==> src/rtl/hbs_pkg.sv <==
package hbs_pkg;
  typedef enum logic [2:0] {
    ST_IDLE  = 3'd0,
    ST_WAIT  = 3'd1,
    ST_DRIVE = 3'd2,
    ST_HOLD  = 3'd3,
    ST_SINK  = 3'd4,
    ST_FAULT = 3'd5
  } hbs_state_e;

  localparam logic [1:0] CMD_LO_ON = 2'b01;
  localparam logic [1:0] CMD_HI_ON = 2'b10;

  localparam int SIDE_LO = 0;
  localparam int SIDE_HI = 1;
endpackage

==> src/rtl/hbs_timer.sv <==
module hbs_timer #(
  parameter int CW = 8
) (
  input  logic          clk,
  input  logic          rst_n,
  input  logic          restart,
  input  logic [CW-1:0] limit,
  output logic          done
);
  logic [CW-1:0] cnt_q;

  assign done = (cnt_q == limit - 1'b1);

  always_ff @(posedge clk or negedge rst_n) begin
    if (!rst_n)        cnt_q <= '0;
    else if (restart)  cnt_q <= '0;
    else if (!done)    cnt_q <= cnt_q + 1'b1;
  end
endmodule

==> src/rtl/hbs_ctrl.sv <==
module hbs_ctrl
  import hbs_pkg::*;
#(
  parameter int TW     = 8,
  parameter int HS_TMO = 64,
  parameter int CW     = 8
) (
  input  logic          clk,
  input  logic          rst_n,
  input  logic [1:0]    cmd,
  input  logic          hi_up,
  input  logic          lo_up,
  input  logic [TW-1:0] tdrive,
  input  logic          clear,
  input  logic          done,
  output logic          restart,
  output logic [CW-1:0] limit,
  output hbs_state_e    state_q,
  output logic          side_q
);
  hbs_state_e    state_d;
  logic          side_d;
  logic [CW-1:0] tdrv_q;
  logic          want_hi, want_lo, want_on, tgt_up, opp_up;

  assign want_hi = (cmd == CMD_HI_ON);
  assign want_lo = (cmd == CMD_LO_ON);
  assign want_on = want_hi | want_lo;
  assign tgt_up  = side_q ? hi_up : lo_up;
  assign opp_up  = side_q ? lo_up : hi_up;

  always_comb begin
    state_d = state_q;
    side_d  = side_q;
    unique case (state_q)
      ST_IDLE: if (want_on) begin
        side_d  = want_hi;
        state_d = ST_WAIT;
      end
      ST_WAIT: begin
        if (!opp_up)   state_d = ST_DRIVE;
        else if (done) state_d = ST_FAULT;
      end
      ST_DRIVE: if (done) state_d = tgt_up ? ST_HOLD : ST_FAULT;
      ST_HOLD: begin
        if (!want_on) state_d = ST_SINK;
        else if (want_hi != side_q) begin
          side_d  = want_hi;
          state_d = ST_WAIT;
        end
      end
      ST_SINK:  if (done) state_d = ST_IDLE;
      ST_FAULT: if (clear) state_d = ST_IDLE;
      default:  state_d = ST_FAULT;
    endcase
  end

  assign restart = (state_d != state_q);
  assign limit   = (state_q == ST_WAIT) ? CW'(HS_TMO) : tdrv_q;

  always_ff @(posedge clk or negedge rst_n) begin
    if (!rst_n) begin
      state_q <= ST_IDLE;
      side_q  <= 1'b0;
      tdrv_q  <= CW'(1);
    end else begin
      state_q <= state_d;
      side_q  <= side_d;
      if (restart && (state_d == ST_WAIT || state_d == ST_SINK))
        tdrv_q <= (tdrive == '0) ? CW'(1) : CW'(tdrive);
    end
  end
endmodule

==> src/rtl/hbs_drive_map.sv <==
module hbs_drive_map
  import hbs_pkg::*;
(
  input  hbs_state_e state,
  input  logic       side,
  output logic [1:0] src_strong,
  output logic [1:0] src_hold,
  output logic [1:0] snk_strong,
  output logic [1:0] snk_weak,
  output logic       fault
);
  assign fault = (state == ST_FAULT);

  for (genvar g = 0; g < 2; g++) begin : g_side
    logic is_tgt;
    assign is_tgt        = (side == g[0]);
    assign src_strong[g] = (state == ST_DRIVE) && is_tgt;
    assign src_hold[g]   = (state == ST_HOLD) && is_tgt;
    assign snk_strong[g] = ((state == ST_WAIT || state == ST_DRIVE) && !is_tgt)
                         || ((state == ST_SINK) && is_tgt);
    assign snk_weak[g]   = !(src_strong[g] | src_hold[g] | snk_strong[g]);
  end
endmodule

==> src/rtl/hbs_gate_seq.sv <==
module hbs_gate_seq
  import hbs_pkg::*;
#(
  parameter int TW     = 8,
  parameter int HS_TMO = 64
) (
  input  logic          clk,
  input  logic          rst_n,
  input  logic [1:0]    cmd_i,
  input  logic          hi_gate_up_i,
  input  logic          lo_gate_up_i,
  input  logic [TW-1:0] tdrive_i,
  input  logic          fault_clr_i,
  output logic          hi_src_strong_o,
  output logic          hi_src_hold_o,
  output logic          hi_snk_strong_o,
  output logic          hi_snk_weak_o,
  output logic          lo_src_strong_o,
  output logic          lo_src_hold_o,
  output logic          lo_snk_strong_o,
  output logic          lo_snk_weak_o,
  output logic          fault_o
);
  localparam int HW = $clog2(HS_TMO + 1);
  localparam int CW = (TW > HW) ? TW : HW;

  hbs_state_e    state_q;
  logic          side_q, restart, done;
  logic [CW-1:0] limit;
  logic [1:0]    src_strong, src_hold, snk_strong, snk_weak;

  hbs_ctrl #(.TW(TW), .HS_TMO(HS_TMO), .CW(CW)) u_ctrl (
    .clk(clk), .rst_n(rst_n), .cmd(cmd_i),
    .hi_up(hi_gate_up_i), .lo_up(lo_gate_up_i),
    .tdrive(tdrive_i), .clear(fault_clr_i), .done(done),
    .restart(restart), .limit(limit), .state_q(state_q), .side_q(side_q)
  );

  hbs_timer #(.CW(CW)) u_timer (
    .clk(clk), .rst_n(rst_n), .restart(restart), .limit(limit), .done(done)
  );

  hbs_drive_map u_map (
    .state(state_q), .side(side_q),
    .src_strong(src_strong), .src_hold(src_hold),
    .snk_strong(snk_strong), .snk_weak(snk_weak), .fault(fault_o)
  );

  assign hi_src_strong_o = src_strong[SIDE_HI];
  assign hi_src_hold_o   = src_hold[SIDE_HI];
  assign hi_snk_strong_o = snk_strong[SIDE_HI];
  assign hi_snk_weak_o   = snk_weak[SIDE_HI];
  assign lo_src_strong_o = src_strong[SIDE_LO];
  assign lo_src_hold_o   = src_hold[SIDE_LO];
  assign lo_snk_strong_o = snk_strong[SIDE_LO];
  assign lo_snk_weak_o   = snk_weak[SIDE_LO];
endmodule

==> config.mk <==
export PLATFORM = sky130hd
export DESIGN_NAME = hbs_gate_seq
export DESIGN_NICKNAME = d
export VERILOG_FILES = /design/src/rtl/hbs_pkg.sv /design/src/rtl/hbs_timer.sv /design/src/rtl/hbs_ctrl.sv /design/src/rtl/hbs_drive_map.sv /design/src/rtl/hbs_gate_seq.sv
export SDC_FILE = /design/constraint.sdc
export NUM_CORES = 1
export LEC_CHECK = 0
export ABC_AREA = 1
export BUFFER_PORTS_ARGS = -buffer_cell sky130_fd_sc_hd__buf_2
export CORE_UTILIZATION = 60
export CTS_BUF_LIST = sky130_fd_sc_hd__clkbuf_16
export DETAILED_ROUTE_END_ITERATION = 10
export PLACE_DENSITY = 0.83
export SKIP_CTS_REPAIR_TIMING = 1
export SYNTH_ARGS = -nofsm -noshare
export SYNTH_HDL_FRONTEND = slang
export SYNTH_HIERARCHICAL = 1
export SYNTH_SLANG_ARGS = --single-unit
==> constraint.sdc <==
create_clock -name clk -period 5.9 [get_ports clk]
set_input_delay 1.18 -clock clk [delete_from_list [all_inputs] [get_ports clk]]
set_output_delay 1.18 -clock clk [all_outputs]
set_load 0.05 [all_outputs]
* Word level (Yosys, flattened, before mapping)
Index checks and enable logic that the tools add are counted.
** Storage, ports and cells
- Flip-flop bits (word level) :: 20
- Word-level logic and storage cells :: 68
- Output and inout bits :: 9
- Input bits :: 15
** Operators by class
- Add/subtract/negate cells :: 2
- Muxes and demuxes :: 20
- Reductions and logical operators :: 20
- Bitwise gates (word level) :: 6
- Equality and inequality tests :: 16
** Operator list (count)
- $mux W8 :: 4
- $mux W3 :: 9
- $pmux W3 S6 :: 1
- $eq A3 B3 Y1 const B :: 3
- $logic_and A1 B1 Y1 :: 9
- $add A8 B1 Y8 const B :: 1
- $eq A8 B8 Y1 :: 1
- $logic_not A8 Y1 :: 1
- $ne A2 B1 Y1 const B :: 4
- $sub A8 B1 Y8 const B :: 1
- $eq A3 B1 Y1 const B :: 2
- $eq A3 B2 Y1 const B :: 2
- $mux W1 :: 5
- $or A1 B1 Y1 :: 5
- $logic_or A1 B1 Y1 :: 4
- $reduce_and A4 Y1 :: 1
- $logic_not A1 Y1 :: 3
- $logic_not A3 Y1 :: 1
- $ne A3 B3 Y1 :: 1
- $eq A2 B1 Y1 const B :: 1
- $eq A2 B2 Y1 const B :: 1
- $pmux W1 S2 :: 1
- $reduce_bool A2 Y1 :: 1
- $ne A1 B1 Y1 :: 1
- $not A1 Y1 :: 1

* Logic depth before layout (Yosys ltp)
- Word-level depth :: 10
- Mapped depth :: 30

* Hierarchy
The synthesis kept the hierarchy.
** By module, submodules not included
- hbs_ctrl :: area an instance 860.8 um2, times used 1, sequential area each 301.5 um2, cells an instance 134
- hbs_timer :: area an instance 827.0 um2, times used 1, sequential area each 200.2 um2, cells an instance 129
- hbs_drive_map :: area an instance 133.9 um2, times used 1, sequential area each 0.0 um2, cells an instance 27

* Worst setup path after synthesis
OpenSTA, ideal clock, no wires.
- Path type :: reg2reg
- Start :: register u_ctrl.state_q[1]
- End :: register u_timer.cnt_q[7]
- Required time :: 5783 ps
- Clock period less this slack :: 3219 ps
- Path buffers :: 1
- Arrival time :: 3102 ps
- Cell stages (with the launch flop) :: 30
- Path slack :: 2681 ps
- Cells stage by stage :: dfrtp_1 -> inv_2 -> nand2_1 -> nor2_2 -> inv_1 -> nand2_1 -> inv_1 -> inv_2 -> ha_1 -> inv_1 -> nand2_1 -> nand2_1 -> nand2_1 -> nor2_1 -> nand3_2 -> nor2_8 -> nand2_4 -> inv_1 -> inv_1 -> nand2_1 -> nand2_1 -> nand2_1 -> nand2_1 -> a21oi_1 -> nor2_4 -> nand2_4 -> inv_1 -> buf_4 -> nand4_1 -> nand2_1
** Between the ends
- Cells in the longest elaborated chain, start to end :: 9
- Elaborated cells between the ends (all ways) :: 21
- Those cells by class :: add/sub: 1; eq/ne: 8; mux: 11; reduce/logical: 1
** Ends and longest elaborated chain
- from (decl) :: line hbs_ctrl.sv:18 : output hbs_state_e state_q,
- from (signal assigned) :: line hbs_ctrl.sv:67 : state_q <= state_d;
- $eq A3 B1 Y1 * :: line hbs_ctrl.sv:59 : assign limit = (state_q == ST_WAIT) ? CW'(HS_TMO) : tdrv_q;
- $mux W8 * :: line hbs_ctrl.sv:59
- named net limit[0] :: line hbs_gate_seq.sv:29 : logic [CW-1:0] limit;
- $sub A8 B1 Y8 * :: line hbs_timer.sv:12 : assign done = (cnt_q == limit - 1'b1);
- $eq A8 B8 Y1 * :: line hbs_timer.sv:12
- named net done :: line hbs_gate_seq.sv:28 : logic side_q, restart, done;
- $mux W3 :: line hbs_ctrl.sv:42 : else if (done) state_d = ST_FAULT;
- $mux W3 :: line hbs_ctrl.sv:41 : if (!opp_up) state_d = ST_DRIVE;
- $pmux W3 S6 * :: line hbs_ctrl.sv:35 : unique case (state_q)
- $ne A3 B3 Y1 * :: line hbs_ctrl.sv:58 : assign restart = (state_d != state_q);
- named net restart :: line hbs_gate_seq.sv:28
- $ne A2 B1 Y1 (no source line) / $mux W8 (equally long branches)
- to (signal assigned) :: line hbs_timer.sv:17 : else if (!done) cnt_q <= cnt_q + 1'b1;
- to (decl) :: line hbs_timer.sv:10 : logic [CW-1:0] cnt_q;
The timed path passes the listed nets; every way through them passes the cells marked *.
A chain may end at the register's enable or synchronous reset.

* Worst setup path after layout
- Start :: register u_ctrl.state_q[1]
- End :: register u_timer.cnt_q[1]
Same word-level chain as after synthesis.

==> tab_implementation.tex <==
\begin{tabular}{lr}
\hline
Metric & Value \\
\hline
\multicolumn{2}{l}{\textbf{Status}} \\
\quad Outcome & finished clean \\
\multicolumn{2}{l}{\textbf{Yosys}} \\
\quad Prevailing post-synth register cell & dfrtp\_1 \\
\quad Sequential-to-total area share from yosys stat & 27.5\% \\
\quad Summed instance area of the synthesized netlist & 1820 um\^{}2 \\
\quad Synthesized instance count & a little under 300 \\
\quad Asr flop ratio synth & 100\% \\
\quad Post-synth EDFFs & 0 \\
\quad Count of yosys warnings during synthesis & 6 \\
\quad Number of nets in the synthesized netlist & 308 \\
\quad Library cells used by synthesis & 29 \\
\quad Synthesized area per cell & 6.28 um\^{}2 \\
\quad Total of flip-flops plus latches after synthesis & 20 \\
\multicolumn{2}{l}{\textbf{Min path}} \\
\quad Endpoint with the worst hold slack & u\_ctrl/tdrv\_q[0]\$\_DFFE\_PN1P\_ \\
\quad Instance count along the most critical hold path & 2 \\
\quad Hold Crit Start & u\_ctrl/tdrv\_q[0]\$\_DFFE\_PN1P\_ \\
\quad Type of the worst min-delay path & register to register \\
\multicolumn{2}{l}{\textbf{Route}} \\
\quad Ratio of routed vias to standard cells & 5.16 \\
\quad Average wire per standard cell & around 11 um \\
\quad Post-route DRC violation count & 0 \\
\quad Number of design-rule violations left by the first detailed-router iteration & 54 \\
\quad TritonRoute pass-1 iters & 4 \\
\quad Vias & 1787 \\
\quad Total length of routed wires & $\sim$3700 um \\
\quad Post-route ant nets & 0 \\
\multicolumn{2}{l}{\textbf{Floorplanning}} \\
\quad Core Rows & 19 \\
\quad Overall die area & 3260 um\^{}2 \\
\quad Area inside the core boundary & between 2000 and 3000 um\^{}2 \\
\quad Horiz. Die Dim & $\sim$57 um \\
\quad Die boundary height & about 57 um \\
\quad I/O pin count & 24 \\
\quad Starting density of the core & 64.9\% \\
\multicolumn{2}{l}{\textbf{GRT}} \\
\quad Initial antenna violation count & 0 \\
\quad Combined global-route utilization of all metal layers & approximately a quarter \\
\quad Leftover overflow at the end of global routing & 0 \\
\quad Via count of the first global-routing pass & 1592 \\
\quad Largest net degree at the start of global routing & 21 \\
\quad Global-route wire length before repair & between 6000 and 7000 um \\
\multicolumn{2}{l}{\textbf{CTS}} \\
\quad Number of H-tree branching levels & 1 \\
\quad Latest clock arrival within the worst-skew pair & about 250 ps \\
\quad Clock tree from TritonCTS & done \\
\quad Root cell of the clock tree & clkbuf\_16 \\
\quad Deepest clock path buffer count & 2 \\
\quad Clock-pin transition on the worst setup and hold timing paths & 50 ps \\
\quad CTS Buf Count & 3 \\
\quad Clock Sink Count & 20 \\
\multicolumn{2}{l}{\textbf{Layout}} \\
\quad Post-layout utilization of the core & around 73\% \\
\quad Final instance area & between 2000 and 2500 um\^{}2 \\
\quad Fraction of layout cells with a size suffix above 1 & about a fifth \\
\quad Combined area of the multi-input logic cells & between 1000 and 1500 um\^{}2 \\
\quad Sequential standard cell area & $\sim$500 um\^{}2 \\
\quad Layout area overhead & 12.1\% \\
\quad Filler cell count in the final layout & between 200 and 250 \\
\quad N\_diodes & 0 \\
\quad Net total in the final layout & approximately 330 \\
\multicolumn{2}{l}{\textbf{Timing}} \\
\quad Worst hold margin & $\sim$470 ps \\
\quad Slew headroom & 69.7\% \\
\quad Setup repair after global routing missed its margin & no \\
\quad Setup TNS after final layout & 0 ps \\
\quad Timing-limited maximum frequency & 267 MHz \\
\quad Post-route fraction of the period consumed by the critical path & 63.4\% \\
\quad Time the worst path needs with I/O delays and setup & between 3000 and 4000 ps \\
\quad Worst Skew & approximately 2.1 ps \\
\quad Final number of setup-violating endpoints & 0 \\
\quad Tightest Pin Transition & roughly 450 ps \\
\quad Final-report max-slew violation count & 0 \\
\quad Endpoints failing hold & 0 \\
\multicolumn{2}{l}{\textbf{Setup path}} \\
\quad Reg2reg start & u\_ctrl/state\_q[1]\$\_DFF\_PN0\_ \\
\quad Arr. time, crit path & between 3000 and 4000 ps \\
\quad Crit-path max FO & 16 \\
\quad Type of the worst setup path & register to register \\
\quad Endpoint required time on the critical path & around 6100 ps \\
\quad Kind of start point of the critical path & register \\
\quad Crit end category & register \\
\quad Worst reg2reg path depth & 27 \\
\quad Worst reg-to-reg setup slack & 2160 ps \\
\quad Worst reg2reg endpoint & u\_timer/cnt\_q[1]\$\_DFFE\_PN0P\_ \\
\quad Slowest cell on the critical path & dfrtp\_1 \\
\quad Worst path most repeated cell & nand2\_1 \\
\quad Highest cell delay on the worst timing path & 460 ps \\
\multicolumn{2}{l}{\textbf{Flow run}} \\
\quad Count of maximum capacitance violations & 0 \\
\multicolumn{2}{l}{\textbf{Placed design}} \\
\quad Input/output buffers & 23 \\
\quad Final weighted congestion in routability-driven placement & 0.900 \\
\quad Cell area after placement & 1960 um\^{}2 \\
\quad DP Wirelength & $\sim$3000 um \\
\multicolumn{2}{l}{\textbf{Pwr}} \\
\quad Maximum resistive drop on vdd & around 0.00054 V \\
\quad Leakage power & about 1.3 nW \\
\quad Design Power & between 1 and 1.5 mW \\
\quad Areal power density over the cells & 657 nW/um\^{}2 \\
\hline
\end{tabular}
==> cell usage after synthesis (4+ instances only) <==
| master | instances | area share, % |
|---|---|---|
| nand3_2 | 6 | 3.3 |
| inv_1 | 43 | 8.9 |
| nand2_2 | 11 | 3.8 |
| nor3_1 | 5 | 1.4 |
| dfrtp_1 | 19 | 26 |
| nand4_1 | 9 | 3.1 |
| o21ai_0 | 4 | 1.1 |
| nand2_1 | 100 | 21 |
| xnor2_1 | 4 | 1.9 |
| inv_2 | 7 | 1.4 |
| nor2_1 | 20 | 4.1 |
| nand3_1 | 33 | 9.1 |
| xor2_1 | 4 | 1.9 |
==> worst max-delay path, delay by kind of cell, from the launching register on <==
family / cells / cell delay, ps
and+or+nand+nor: 18 / 1950
buffers and inverters: 8 / 1010
adders and majority gates: 1 / 250
DFF: 1 / 460
==> cell families (layout without fill, tap and decap cells) <==
kind of cell / count (synthesis) / count (layout) / synth area share, %
AND/OR/NAND/NOR: 197 / 197 / 52.4
buffers and inverters: 53 / 78 / 11.3
flip-flops: 20 / 20 / 27.5
AO/OA/AOI/OAI: 9 / 9 / 2.82
XOR/XNOR: 8 / 8 / 3.85
adder cells (fa/ha/maj): 3 / 3 / 2.06
==> metal layers <==
metal	wire length, um	GRT usage (%)	up-vias
met5	0	0	-
met4	43	8.01	0
met3	91	4.08	4
met2	1760	41.5	29
met1	1830	35.0	797
li1	-	-	957
==> stage by stage <==
step | instances | worst slack (ps)
final | 346 | 2160
after global routing | 346 | 1740
after global placement | 342 | 2420
after floorplan | 290 | 2680
after detailed placement | 342 | 2310
after CTS | 346 | 2210
==> cell type report <==
type                            instances  area share, %
Multi-Input combinational cell        217           54.5
Sequential cell                        20           24.6
Inverter                               51           9.50
Timing Repair Buffer                   23           5.64
Clock buffer                            3           3.68
Tap cell                               31           1.90
Clock inverter                          1          0.184
==> sequential cells by signal, indices dropped and copies added, names as in the netlist <==
register	cells
u_ctrl/side_q	1
u_ctrl/tdrv_q	8
u_ctrl/state_q	3
u_timer/cnt_q	8
==> power breakdown <==
group	switching, mW	internal, mW	leakage [nW]	total [mW]
combinational	0.673	0.282	0.952	0.954
sequential	0.0592	0.192	0.259	0.251
clock	0.0465	0.0901	0.0385	0.137
==> cell usage in the layout, fill, tap and decap left out, drive strengths merged <==
| master | n |
|---|---|
| a21oi | 3 |
| inv | 51 |
| nor3 | 6 |
| nand4 | 9 |
| nor4 | 1 |
| clkinv | 1 |
| nand2 | 114 |
| clkbuf | 3 |
| xor2 | 4 |
| o21ai | 5 |
| buf | 23 |
| or2 | 2 |
| nor2 | 26 |
| xnor2 | 4 |
| dfrtp | 19 |
| ha | 3 |
| a21o | 1 |
| nand3 | 39 |
| dfstp | 1 |
==> worst max path at each step <==
stage | startpoint | depth (start not counted) | slack [ps] | end
2_1_floorplan | u_ctrl/state_q[1]$_DFF_PN0_ | 29 | 2680 | u_timer/cnt_q[7]$_DFFE_PN0P_
5_1_grt | u_ctrl/state_q[0]$_DFF_PN0_ | 26 | 1740 | u_timer/cnt_q[1]$_DFFE_PN0P_
4_1_cts | u_ctrl/state_q[1]$_DFF_PN0_ | 27 | 2210 | u_timer/cnt_q[1]$_DFFE_PN0P_
6_report | u_ctrl/state_q[1]$_DFF_PN0_ | 27 | 2160 | u_timer/cnt_q[1]$_DFFE_PN0P_
3_5_place_dp | u_ctrl/state_q[1]$_DFF_PN0_ | 27 | 2310 | u_timer/cnt_q[0]$_DFFE_PN0P_
3_3_place_gp | u_ctrl/state_q[1]$_DFF_PN0_ | 27 | 2420 | u_timer/cnt_q[7]$_DFFE_PN0P_
(Power assumes the default switching activity.)
